===== src/rtl/fseq_pkg.sv =====
package fseq_pkg;

    typedef enum logic [1:0] {
        KIND_OPCODE  = 2'd0,
        KIND_OPERAND = 2'd1,
        KIND_DUMMY   = 2'd2,
        KIND_TABLE   = 2'd3
    } fetch_kind_e;

    // Decoded shape of one instruction.
    typedef struct packed {
        logic [1:0] nbytes;     // 1..3 code bytes
        logic       two_cycle;  // 4 slots instead of 2
        logic       table_rd;   // last slot reads table data
    } op_class_t;

    localparam logic [7:0] OPC_LONG_JUMP = 8'h02;
    localparam logic [7:0] OPC_LOAD_IMM  = 8'h74;
    localparam logic [7:0] OPC_TABLE_RD  = 8'h93;

endpackage


===== src/rtl/fseq_op_classifier.sv =====
module fseq_op_classifier
    import fseq_pkg::*;
(
    input  logic [7:0] opcode_i,
    output op_class_t  class_o
);
    always_comb begin
        class_o = '{nbytes: 2'd1, two_cycle: 1'b0, table_rd: 1'b0};
        case (opcode_i)
            OPC_LONG_JUMP: class_o = '{nbytes: 2'd3, two_cycle: 1'b1, table_rd: 1'b0};
            OPC_LOAD_IMM:  class_o = '{nbytes: 2'd2, two_cycle: 1'b0, table_rd: 1'b0};
            OPC_TABLE_RD:  class_o = '{nbytes: 2'd1, two_cycle: 1'b1, table_rd: 1'b1};
            default:       class_o = '{nbytes: 2'd1, two_cycle: 1'b0, table_rd: 1'b0};
        endcase
    end
endmodule


===== src/rtl/fseq_slot_plan.sv =====
module fseq_slot_plan
    import fseq_pkg::*;
#(
    parameter int ADDR_W = 16
) (
    input  logic              new_instr_i,
    input  logic [1:0]        next_slot_i,
    input  op_class_t         class_i,
    input  logic [ADDR_W-1:0] pc_i,
    input  logic              load_i,
    input  logic [ADDR_W-1:0] load_pc_i,
    input  logic [ADDR_W-1:0] tbl_addr_i,
    output logic [ADDR_W-1:0] addr_o,
    output fetch_kind_e       kind_o,
    output logic [ADDR_W-1:0] pc_next_o
);
    logic [ADDR_W-1:0] start_pc;

    assign start_pc = load_i ? load_pc_i : pc_i;

    always_comb begin
        if (new_instr_i) begin
            addr_o    = start_pc;
            kind_o    = KIND_OPCODE;
            pc_next_o = start_pc + 1'b1;
        end else if (class_i.table_rd && next_slot_i == 2'd3) begin
            addr_o    = tbl_addr_i;
            kind_o    = KIND_TABLE;
            pc_next_o = pc_i;
        end else if (next_slot_i < class_i.nbytes) begin
            addr_o    = pc_i;
            kind_o    = KIND_OPERAND;
            pc_next_o = pc_i + 1'b1;
        end else begin
            // Spare slot: show the next address, keep the pointer.
            addr_o    = pc_i;
            kind_o    = KIND_DUMMY;
            pc_next_o = pc_i;
        end
    end
endmodule


===== src/rtl/fseq_bus_drive.sv =====
module fseq_bus_drive #(
    parameter int ADDR_W    = 16,
    parameter int PHASES    = 4,
    parameter int STROBE_PH = 2,
    localparam int PW       = $clog2(PHASES),
    localparam int HI_W     = ADDR_W - 8
) (
    input  logic              active_i,
    input  logic [PW-1:0]     phase_i,
    input  logic              ext_i,
    input  logic [ADDR_W-1:0] addr_i,
    input  logic [HI_W-1:0]   hi_reg_i,
    output logic              ale_o,
    output logic              rd_n_o,
    output logic [7:0]        ad_out_o,
    output logic              ad_oe_o,
    output logic [HI_W-1:0]   ahi_o
);
    localparam logic [PW-1:0] STROBE_FIRST = PW'(PHASES - STROBE_PH);

    logic bus_slot;

    assign bus_slot = active_i && ext_i;
    assign ale_o    = active_i && (phase_i == '0);
    assign rd_n_o   = !(bus_slot && (phase_i >= STROBE_FIRST));
    assign ad_oe_o  = bus_slot && (phase_i < STROBE_FIRST);
    assign ad_out_o = bus_slot ? addr_i[7:0] : 8'h00;
    assign ahi_o    = bus_slot ? addr_i[ADDR_W-1:8] : hi_reg_i;
endmodule


===== src/rtl/pbus_fetch_seq.sv =====
module pbus_fetch_seq
    import fseq_pkg::*;
#(
    parameter int          ADDR_W    = 16,
    parameter int unsigned INT_LIMIT = 4096,
    parameter int          PHASES    = 4,
    parameter int          STROBE_PH = 2,
    parameter int unsigned RESET_PC  = 0
) (
    input  logic              clk,
    input  logic              rst_n,
    input  logic [ADDR_W-1:0] pc_i,
    input  logic              pc_load_i,
    input  logic [ADDR_W-1:0] tbl_addr_i,
    input  logic              hiport_wr_i,
    input  logic [ADDR_W-9:0] hiport_wdata_i,
    output logic              addr_strobe_o,
    output logic              rd_strobe_n_o,
    output logic [7:0]        ad_out_o,
    output logic              ad_oe_o,
    input  logic [7:0]        ad_in_i,
    output logic [ADDR_W-9:0] ahi_o,
    output logic [ADDR_W-1:0] icode_addr_o,
    input  logic [7:0]        icode_data_i,
    output logic              byte_valid_o,
    output logic [7:0]        byte_o,
    output logic [1:0]        byte_kind_o
);
    localparam int              PW          = $clog2(PHASES);
    localparam int              HI_W        = ADDR_W - 8;
    localparam logic [PW-1:0]   LAST_PH     = PW'(PHASES - 1);
    localparam logic [ADDR_W-1:0] INT_LIMIT_A = ADDR_W'(INT_LIMIT);
    localparam logic [ADDR_W-1:0] RESET_PC_A  = ADDR_W'(RESET_PC);

    typedef struct packed {
        logic              active;
        logic [PW-1:0]     phase;
        logic [1:0]        slot;
        op_class_t         cls;
        logic [ADDR_W-1:0] pc;
        logic [ADDR_W-1:0] addr;
        logic              ext;
        fetch_kind_e       kind;
        logic [HI_W-1:0]   hi_reg;
        logic              bvalid;
        logic [7:0]        bdata;
        fetch_kind_e       bkind;
    } seq_state_t;

    typedef struct packed {
        logic              ale;
        logic              rd_n;
        logic [7:0]        ad_out;
        logic              ad_oe;
        logic [HI_W-1:0]   ahi;
    } pins_t;

    seq_state_t state_d, state_q;
    pins_t      pins_d, pins_q;

    // ---- slot boundary decisions ----
    logic              slot_end;
    logic [7:0]        cap_byte;
    op_class_t         byte_cls;
    op_class_t         cur_cls;
    logic [1:0]        last_slot;
    logic              new_instr;
    logic [1:0]        next_slot;
    logic [ADDR_W-1:0] plan_addr;
    fetch_kind_e       plan_kind;
    logic [ADDR_W-1:0] plan_pc;

    assign slot_end  = state_q.active && (state_q.phase == LAST_PH);
    assign cap_byte  = state_q.ext ? ad_in_i : icode_data_i;
    assign cur_cls   = (state_q.slot == 2'd0) ? byte_cls : state_q.cls;
    assign last_slot = cur_cls.two_cycle ? 2'd3 : 2'd1;
    assign new_instr = !state_q.active || (state_q.slot == last_slot);
    assign next_slot = new_instr ? 2'd0 : state_q.slot + 2'd1;

    fseq_op_classifier u_cls (
        .opcode_i (cap_byte),
        .class_o  (byte_cls)
    );

    fseq_slot_plan #(.ADDR_W(ADDR_W)) u_plan (
        .new_instr_i (new_instr),
        .next_slot_i (next_slot),
        .class_i     (cur_cls),
        .pc_i        (state_q.pc),
        .load_i      (pc_load_i),
        .load_pc_i   (pc_i),
        .tbl_addr_i  (tbl_addr_i),
        .addr_o      (plan_addr),
        .kind_o      (plan_kind),
        .pc_next_o   (plan_pc)
    );

    always_comb begin
        state_d        = state_q;
        state_d.bvalid = 1'b0;
        if (hiport_wr_i) begin
            state_d.hi_reg = hiport_wdata_i;
        end
        if (!state_q.active || slot_end) begin
            state_d.active = 1'b1;
            state_d.phase  = '0;
            state_d.slot   = next_slot;
            state_d.cls    = cur_cls;
            state_d.pc     = plan_pc;
            state_d.addr   = plan_addr;
            state_d.kind   = plan_kind;
            state_d.ext    = (plan_addr >= INT_LIMIT_A);
            if (state_q.active) begin
                state_d.bvalid = 1'b1;
                state_d.bdata  = cap_byte;
                state_d.bkind  = state_q.kind;
            end
        end else begin
            state_d.phase = state_q.phase + 1'b1;
        end
    end

    // Pins are derived from the next state so they leave a flop.
    fseq_bus_drive #(
        .ADDR_W    (ADDR_W),
        .PHASES    (PHASES),
        .STROBE_PH (STROBE_PH)
    ) u_drive (
        .active_i (state_d.active),
        .phase_i  (state_d.phase),
        .ext_i    (state_d.ext),
        .addr_i   (state_d.addr),
        .hi_reg_i (state_d.hi_reg),
        .ale_o    (pins_d.ale),
        .rd_n_o   (pins_d.rd_n),
        .ad_out_o (pins_d.ad_out),
        .ad_oe_o  (pins_d.ad_oe),
        .ahi_o    (pins_d.ahi)
    );

    always_ff @(posedge clk) begin
        if (!rst_n) begin
            state_q.active <= 1'b0;
            state_q.phase  <= '0;
            state_q.slot   <= 2'd0;
            state_q.cls    <= '0;
            state_q.pc     <= RESET_PC_A;
            state_q.addr   <= RESET_PC_A;
            state_q.ext    <= 1'b0;
            state_q.kind   <= KIND_OPCODE;
            state_q.hi_reg <= '1;
            state_q.bvalid <= 1'b0;
            state_q.bdata  <= 8'h00;
            state_q.bkind  <= KIND_OPCODE;
            pins_q.ale     <= 1'b0;
            pins_q.rd_n    <= 1'b1;
            pins_q.ad_out  <= 8'h00;
            pins_q.ad_oe   <= 1'b0;
            pins_q.ahi     <= '1;
        end else begin
            state_q <= state_d;
            pins_q  <= pins_d;
        end
    end

    assign addr_strobe_o = pins_q.ale;
    assign rd_strobe_n_o = pins_q.rd_n;
    assign ad_out_o      = pins_q.ad_out;
    assign ad_oe_o       = pins_q.ad_oe;
    assign ahi_o         = pins_q.ahi;
    assign icode_addr_o  = state_q.addr;
    assign byte_valid_o  = state_q.bvalid;
    assign byte_o        = state_q.bdata;
    assign byte_kind_o   = state_q.bkind;

endmodule


===== config.mk =====
export PLATFORM = sky130hd
export DESIGN_NAME = pbus_fetch_seq
export DESIGN_NICKNAME = d
export VERILOG_FILES = /design/src/rtl/fseq_pkg.sv /design/src/rtl/fseq_op_classifier.sv /design/src/rtl/fseq_slot_plan.sv /design/src/rtl/fseq_bus_drive.sv /design/src/rtl/pbus_fetch_seq.sv
export SDC_FILE = /design/constraint.sdc
export NUM_CORES = 1
export LEC_CHECK = 0
export CAP_MARGIN = 0
export CORE_ASPECT_RATIO = 0.7
export CORE_MARGIN = 4
export CORE_UTILIZATION = 55
export CTS_CLUSTER_DIAMETER = 40
export CTS_CLUSTER_SIZE = 12
export DETAILED_ROUTE_END_ITERATION = 6
export GPL_TIMING_DRIVEN = 0
export HOLD_SLACK_MARGIN = 0.12
export PLACE_DENSITY_LB_ADDON = 0.2
export SLEW_MARGIN = 5
export SYNTH_ARGS = -nofsm -noshare
export SYNTH_HDL_FRONTEND = slang
export SYNTH_SLANG_ARGS = --single-unit

===== constraint.sdc =====
create_clock -name clk -period 12 [get_ports clk]
set_clock_uncertainty 0.05 [all_clocks]
set_input_delay 1.2 -clock clk [delete_from_list [all_inputs] [get_ports clk]]
set_output_delay 1.2 -clock clk [all_outputs]
set_load 0.02 [all_outputs]

# [Word level (Yosys, flattened, before mapping)]
# Cells that the tools add are included.
[op_classes] n_mux=20 add_sub_neg=4 n_reduce_logical=17 eq_ne=7 order_cmp=4
[ops] cell="16-bit 2-to-1 mux" n=6
[ops] cell="16-bit by 1-bit adder with 16-bit output (second input constant)" n=2
[ops] cell="8-bit 2-to-1 mux" n=3
[ops] cell="19-bit 2-to-1 mux" n=1
[ops] cell="16-bit by 13-bit >= comparator with 1-bit output (second input constant)" n=1
[ops] cell="2-bit 2-to-1 mux" n=6
[ops] cell="4-bit case mux with 3 select lines" n=1
[ops] cell="11-bit 2-to-1 mux" n=1
[ops] cell="8-bit by 2-bit == test with 1-bit output (second input constant)" n=1
[ops] cell="8-bit by 7-bit == test with 1-bit output (second input constant)" n=1
[ops] cell="8-bit == test (second input constant)" n=1
[ops] cell="1-bit logical AND" n=6
[ops] cell="2-bit AND reduction" n=3
[ops] cell="2-bit by 1-bit adder with 2-bit output (second input constant)" n=2
[ops] cell="2-bit == test (second input constant)" n=2
[ops] cell="2-bit logical NOT" n=2
[ops] cell="4-bit 2-to-1 mux" n=1
[ops] cell="3-bit AND reduction" n=1
[ops] cell="2-bit == test" n=1
[ops] cell="2-bit >= comparator (second input constant)" n=1
[ops] cell="1-bit logical NOT" n=2
[ops] cell="1-bit logical OR" n=2
[ops] cell="2-bit less-than comparator" n=1
[ops] cell="2-bit less-than comparator (second input constant)" n=1
[ops] cell="3 further kinds" n=3
[word_totals] reg_bits=82 inputBits=60

# [Longest topological paths before layout]
[depth] word_depth=17 depth_mapped=18

# [Modules after synthesis]
# A second synthesis with hierarchy kept.
[hier_totals] hier_cells=596 hier_area_um2=5014.8
[by_module_without_submodules] mod="pbus_fetch_seq" area_each_um2=3211.8 cells_per_inst=322 instances=1
[by_module_without_submodules] mod="fseq_slot_plan" area_each_um2=1530.2 cells_per_inst=242 instances=1
[by_module_without_submodules] mod="fseq_bus_drive" area_each_um2=210.2 cells_per_inst=22 instances=1
[by_module_without_submodules] mod="fseq_op_classifier" area_each_um2=62.6 cells_per_inst=10 instances=1

# [Worst setup path before layout]
# OpenSTA, ideal clock, no wires.
[synth_timing] path_type="input to register" from="in ad_in_i[2]" to="reg state_q[47] (netlist name)" t_arrival_ps=4371 n_path_buf=1 setup_slack_ps=7504 stages=13 required_ps=11876 path_cell_list="nor4b_2 a22oi_2 a21oi_2 o211a_2 clkbuf_1 and2_1 ha_1 o21ai_0 a31oi_1 a211oi_1 o21ai_1 or4_1 a31oi_1"
[synth_between] elab_chain_len=12 word_cells_on_any_way=17 cone_classes="1 x order compare; 6 x eq/ne; 6 x mux; 4 x reduce/logical"
[synth_rtl] item="start: declaration" line_no="pbus_fetch_seq.sv:21" text="input logic [7:0] ad_in_i,"
[synth_rtl] item="8-bit 2-to-1 mux (*)" line_no="pbus_fetch_seq.sv:74" text="assign cap_byte = state_q.ext ? ad_in_i : icode_data_i;"
[synth_rtl] item="8-bit == test (tied with other cells)" line_no="fseq_op_classifier.sv:9" text="case (opcode_i)"
[synth_rtl] item="4-bit case mux with 3 select lines (*)" line_no="fseq_op_classifier.sv:9"
[synth_rtl] item="4-bit 2-to-1 mux (*)" line_no="pbus_fetch_seq.sv:75" text="assign cur_cls = (state_q.slot == 2'd0) ? byte_cls : state_q.cls;"
[synth_rtl] item="2-bit 2-to-1 mux (*)" line_no="pbus_fetch_seq.sv:76" text="assign last_slot = cur_cls.two_cycle ? 2'd3 : 2'd1;"
[synth_rtl] item="2-bit == test (*)" line_no="pbus_fetch_seq.sv:77" text="assign new_instr = !state_q.active || (state_q.slot == last_slot);"
[synth_rtl] item="1-bit logical OR (*)" line_no="pbus_fetch_seq.sv:77"
[synth_rtl] item="2-bit 2-to-1 mux (*)" line_no="pbus_fetch_seq.sv:78" text="assign next_slot = new_instr ? 2'd0 : state_q.slot + 2'd1;"
[synth_rtl] item="net next_slot[1]" line_no="pbus_fetch_seq.sv:68" text="logic [1:0] next_slot;"
[synth_rtl] item="2-bit == test" line_no="fseq_slot_plan.sv:26" text="end else if (class_i.table_rd && next_slot_i == 2'd3) begin"
[synth_rtl] item="1-bit logical AND" line_no="fseq_slot_plan.sv:26"
[synth_rtl] item="2-bit inequality test (no source line)"
[synth_rtl] item="3-bit AND reduction (no source line) (*)"
[synth_rtl] item="end signal: assignment" line_no="pbus_fetch_seq.sv:161" text="state_q <= state_d;"
[synth_rtl] item="end: declaration" line_no="pbus_fetch_seq.sv:58" text="seq_state_t state_d, state_q;"
# The timed path passes the listed nets; every way through them passes the cells marked *.
# A chain may end at the register's enable or synchronous reset.

# [Worst setup path after layout]
[layout_timing] from="in ad_in_i[2]" to="reg state_q[49] (netlist name)"
# The elaborated chain is that of the path after synthesis.

==> flow_metrics.tcl <==
set metrics [dict create \
    ir_worst_vdd_uv 110 \
    maxCapViolCount 0 \
    path_max_fanout 10 \
    path_cells "clkdlybuf4s50_1, nor4b_2, a22oi_2, a21oi_2, o211a_2, clkbuf_1, and2_1, ha_1, o21ai_0, a31oi_1, a211oi_1, o21ai_1, clkbuf_1, a2111oi_0, o32ai_1" \
    synth_cell_types 77 \
    drive_above_1_share_pct 11.3 \
    status "finished, final reports clean" \
    io_pins 106 \
    cts_buffers 9 \
    intPower_w 0.000523 \
    io_buffer_count 102 \
    hold_viol_final 0 \
    pwr_density_cell_nw_per_um2 117 \
    path_common_cell "clkbuf_1" \
    pwr-share-seq_pct 40.1 \
    crit_buf_inv 3 \
    cts_hold_buf 0 \
    antenna_found_initial 0 \
    synthToLayoutAreaGrowth_pct 30.5 \
    die_area_um2 10400 \
    synth_edf_count 0 \
    pre_cts_slack_ns 5.95 \
    cts_setup_buffers 0 \
    synthArstFlopShare_pct 0 \
    placed_area_um2 6030 \
    die_h_um 86.6 \
    start_util_pct 57.1 \
    fin_area_um2 6340 \
    ys_ff_latch 82 \
    setup_viol 0 \
    cts_tree "built" \
    synth-seq-area-share_pct 33.8 \
    grt_setup_unrepaired "false" \
    postLayoutCoreUtil_pct 74.5 \
    cts_sinks 82 \
    routed_wirelength_mm 16.6 \
    dr.pass1.iters 7 \
    tightest_slew_ns 0.962 \
    p_clk_share_pct 39.7 \
    power.switching_w 0.000216 \
    critPathLaunchType "primary input" \
    rows 28 \
    grt_max_degree 16 \
    synth_nets 653 \
    synth_ff_type "dfxtp_1" \
    clk_pin_slew_ns 0.06 \
    die_width_um 120 \
    hp-class "flip-flop to flip-flop" \
    p_comb_share_pct 20.2 \
    slowest_stage "a211oi_1" \
    fillers 673 \
    fin_crit_ns 6.02 \
    wl_per_cell_um 20.0 \
    syn_area_um2 4860 \
    remaining_drc_errors 0 \
    n_antenna_cell 0 \
    p_sw_share_pct 29.2 \
    place_congestion 0.945 \
    drtAntennaViolNets 0 \
    grt_util_all_layers_pct 31.1 \
    crit_type "primary input to flip-flop" \
    gr-total-overflow 0 \
    root_buffer "clkbuf_16" \
    p_leak_nw 2.41 \
    critPathTopFamily "compound AO/OA/AOI/OAI gates" \
    critical_path_required_ns 12.16 \
    grt_pass1_vias 4906 \
    drtIter0Drc 562 \
    yosysWarnings 0 \
    cts_max_level 3 \
    cts-resized-gates 0 \
    vias 5211 \
    vias_per_cell 6.30 \
    grt_pass1_wl_mm 25.3 \
    period_share_pct 50.2 \
    max_freq_mhz 166 \
    slew_violations 0 \
    tns_ns 0 \
    core-area_um2 8510 \
    critPathCaptureType "flip-flop" \
    layout.nets 766 \
    slowest_delay_ns 0.81 \
    max_slew_margin_pct 35.5 \
    worst_slack_ns 5.98 \
    cts_max_path_buffers 2 \
    clkLatencyLatePin_ns 0.35 \
    crit_arrival_ns 6.18 \
    hpwl_mm 12.1 \
    postSynthCellCount 589 \
    syn_avg_cell_area_um2 8.25 \
]
power groups by stage:
stage	sequential, W	clock (W)	combinational, W
floorplan	0.000306	0	0.0000756
global placement	0.000301	0	0.000142
detailed placement	0.000302	0	0.000145
CTS	0.000296	0.000293	0.000146
global route	0.000298	0.000304	0.000157
finish	0.000296	0.000294	0.000149
cell usage after synthesis (3+ instances only):
| master | count | area, um^2 |
|---|---|---|
| a221oi_1 | 10 | 87.6 |
| buf_4 | 27 | 203 |
| nor4b_1 | 4 | 35.0 |
| a22oi_1 | 5 | 37.5 |
| a31oi_1 | 11 | 68.8 |
| nor2b_1 | 4 | 25.0 |
| a311oi_1 | 5 | 43.8 |
| o21ai_0 | 25 | 125 |
| nand2_1 | 51 | 191 |
| and2_1 | 22 | 138 |
| clkbuf_1 | 27 | 101 |
| dfxtp_1 | 82 | 1640 |
| nand4_1 | 4 | 25.0 |
| o31ai_1 | 5 | 37.5 |
| mux2_2 | 6 | 67.6 |
| a41oi_1 | 3 | 26.3 |
| or3_1 | 3 | 18.8 |
| nand3_1 | 23 | 115 |
| nand2b_1 | 6 | 37.5 |
| a21boi_0 | 3 | 22.5 |
| o21ai_1 | 3 | 15.0 |
| nor3_1 | 15 | 75.1 |
| nor2_1 | 58 | 218 |
| buf_2 | 7 | 35.0 |
| ha_1 | 4 | 50.1 |
| inv_1 | 10 | 37.5 |
| buf_6 | 4 | 45.0 |
| a21oi_1 | 33 | 165 |
| mux2i_1 | 30 | 300 |
| nand4b_1 | 3 | 26.3 |
| and3_1 | 13 | 81.3 |
| a211oi_1 | 21 | 158 |
cells in the final DEF, fill, tap and decap left out, types with 13 or more instances in the layout:
master,Yosys,routed
nor3_1,15,15
a21oi_1,33,33
nor2_1,58,58
and2_1,22,22
nand2_1,51,51
o21ai_0,25,25
a211oi_1,21,21
nand3_1,23,23
mux2i_1,30,30
and3_1,13,13
buf_4,27,27
clkdlybuf4s50_1,0,102
dfxtp_1,82,82
clkbuf_1,27,27
final cells by class:
class	instances	area, um^2	area share (%)
clock buffers	10	239	3.77
clock inverters	6	71.3	1.12
repair buffers	102	1020	16.1
well taps	120	150	2.37
inverters	10	37.5	0.592
plain buffers	68	397	6.25
flip-flops and latches	82	1640	25.9
multi-input cells	429	2780	43.9
final timing paths:
path / cells after the start / slack [ns] / from / to
hold reg to reg: 2 / 0.42 / byte_kind_o[0]$_SDFFE_PN0P_ / byte_kind_o[0]$_SDFFE_PN0P_
hold / removal: 2 / 0.42 / byte_kind_o[0]$_SDFFE_PN0P_ / byte_kind_o[0]$_SDFFE_PN0P_
setup / recovery: 15 / 5.98 / ad_in_i[2] / state_q[49]$_SDFFE_PN0P_
setup reg to reg: 17 / 6.73 / state_q[59]$_SDFFE_PN0N_ / state_q[49]$_SDFFE_PN0P_
state kept, by name (all words and copies together) (netlist names):
| name | cells |
|---|---|
| icode_addr_o | 16 |
| byte_kind_o | 2 |
| byte_valid_o | 1 |
| rd_strobe_n_o | 1 |
| state_q | 36 |
| addr_strobe_o | 1 |
| ad_out_o | 8 |
| ahi_o | 8 |
| byte_o | 8 |
| ad_oe_o | 1 |
routing by layer:
layer / vias up / global-route usage [%] / share of wire (%)
met5: - / 0 / 0
met3: 50 / 9.07 / 10
met2: 332 / 48.6 / 44
met4: 0 / 10.5 / 2.8
met1: 2465 / 41.4 / 43
li1: 2364 / - / -
worst register-to-register path: stages, from the launching register on:
cell	delay, ns
dfxtp_1	0.30
clkbuf_1	0.18
inv_1	0.15
ha_1	0.23
clkbuf_1	0.34
nand3_1	0.15
a211o_1	0.32
o211a_2	0.21
clkbuf_1	0.28
and2_1	0.25
ha_1	0.28
o21ai_0	0.09
a31oi_1	0.06
a211oi_1	0.82
o21ai_1	0.40
clkbuf_1	0.39
a2111oi_0	0.49
o32ai_1	0.16
metrics by stage:
stage	power (W)	instances	hold slack [ns]
final	0.000739	827	0.419
after CTS	0.000735	827	0.421
after global placement	0.000443	811	0.392
after detailed placement	0.000447	811	0.410
after floorplan	0.000382	589	0.378
after global routing	0.000759	827	0.436
cell families (layout without fill, tap and decap cells):
group | count (synthesis) | count (layout) | share of synthesized area (%)
XOR/XNOR | 4 | 4 | 0.721
AO/OA/AOI/OAI | 159 | 159 | 23.3
multiplexers | 38 | 38 | 8.11
buffers and inverters | 78 | 196 | 8.93
flip-flops | 82 | 82 | 33.8
adder cells (fa/ha/maj) | 4 | 4 | 1.03
AND/OR/NAND/NOR | 224 | 224 | 24.1
Note: power is estimated with default switching activity, not from simulation.
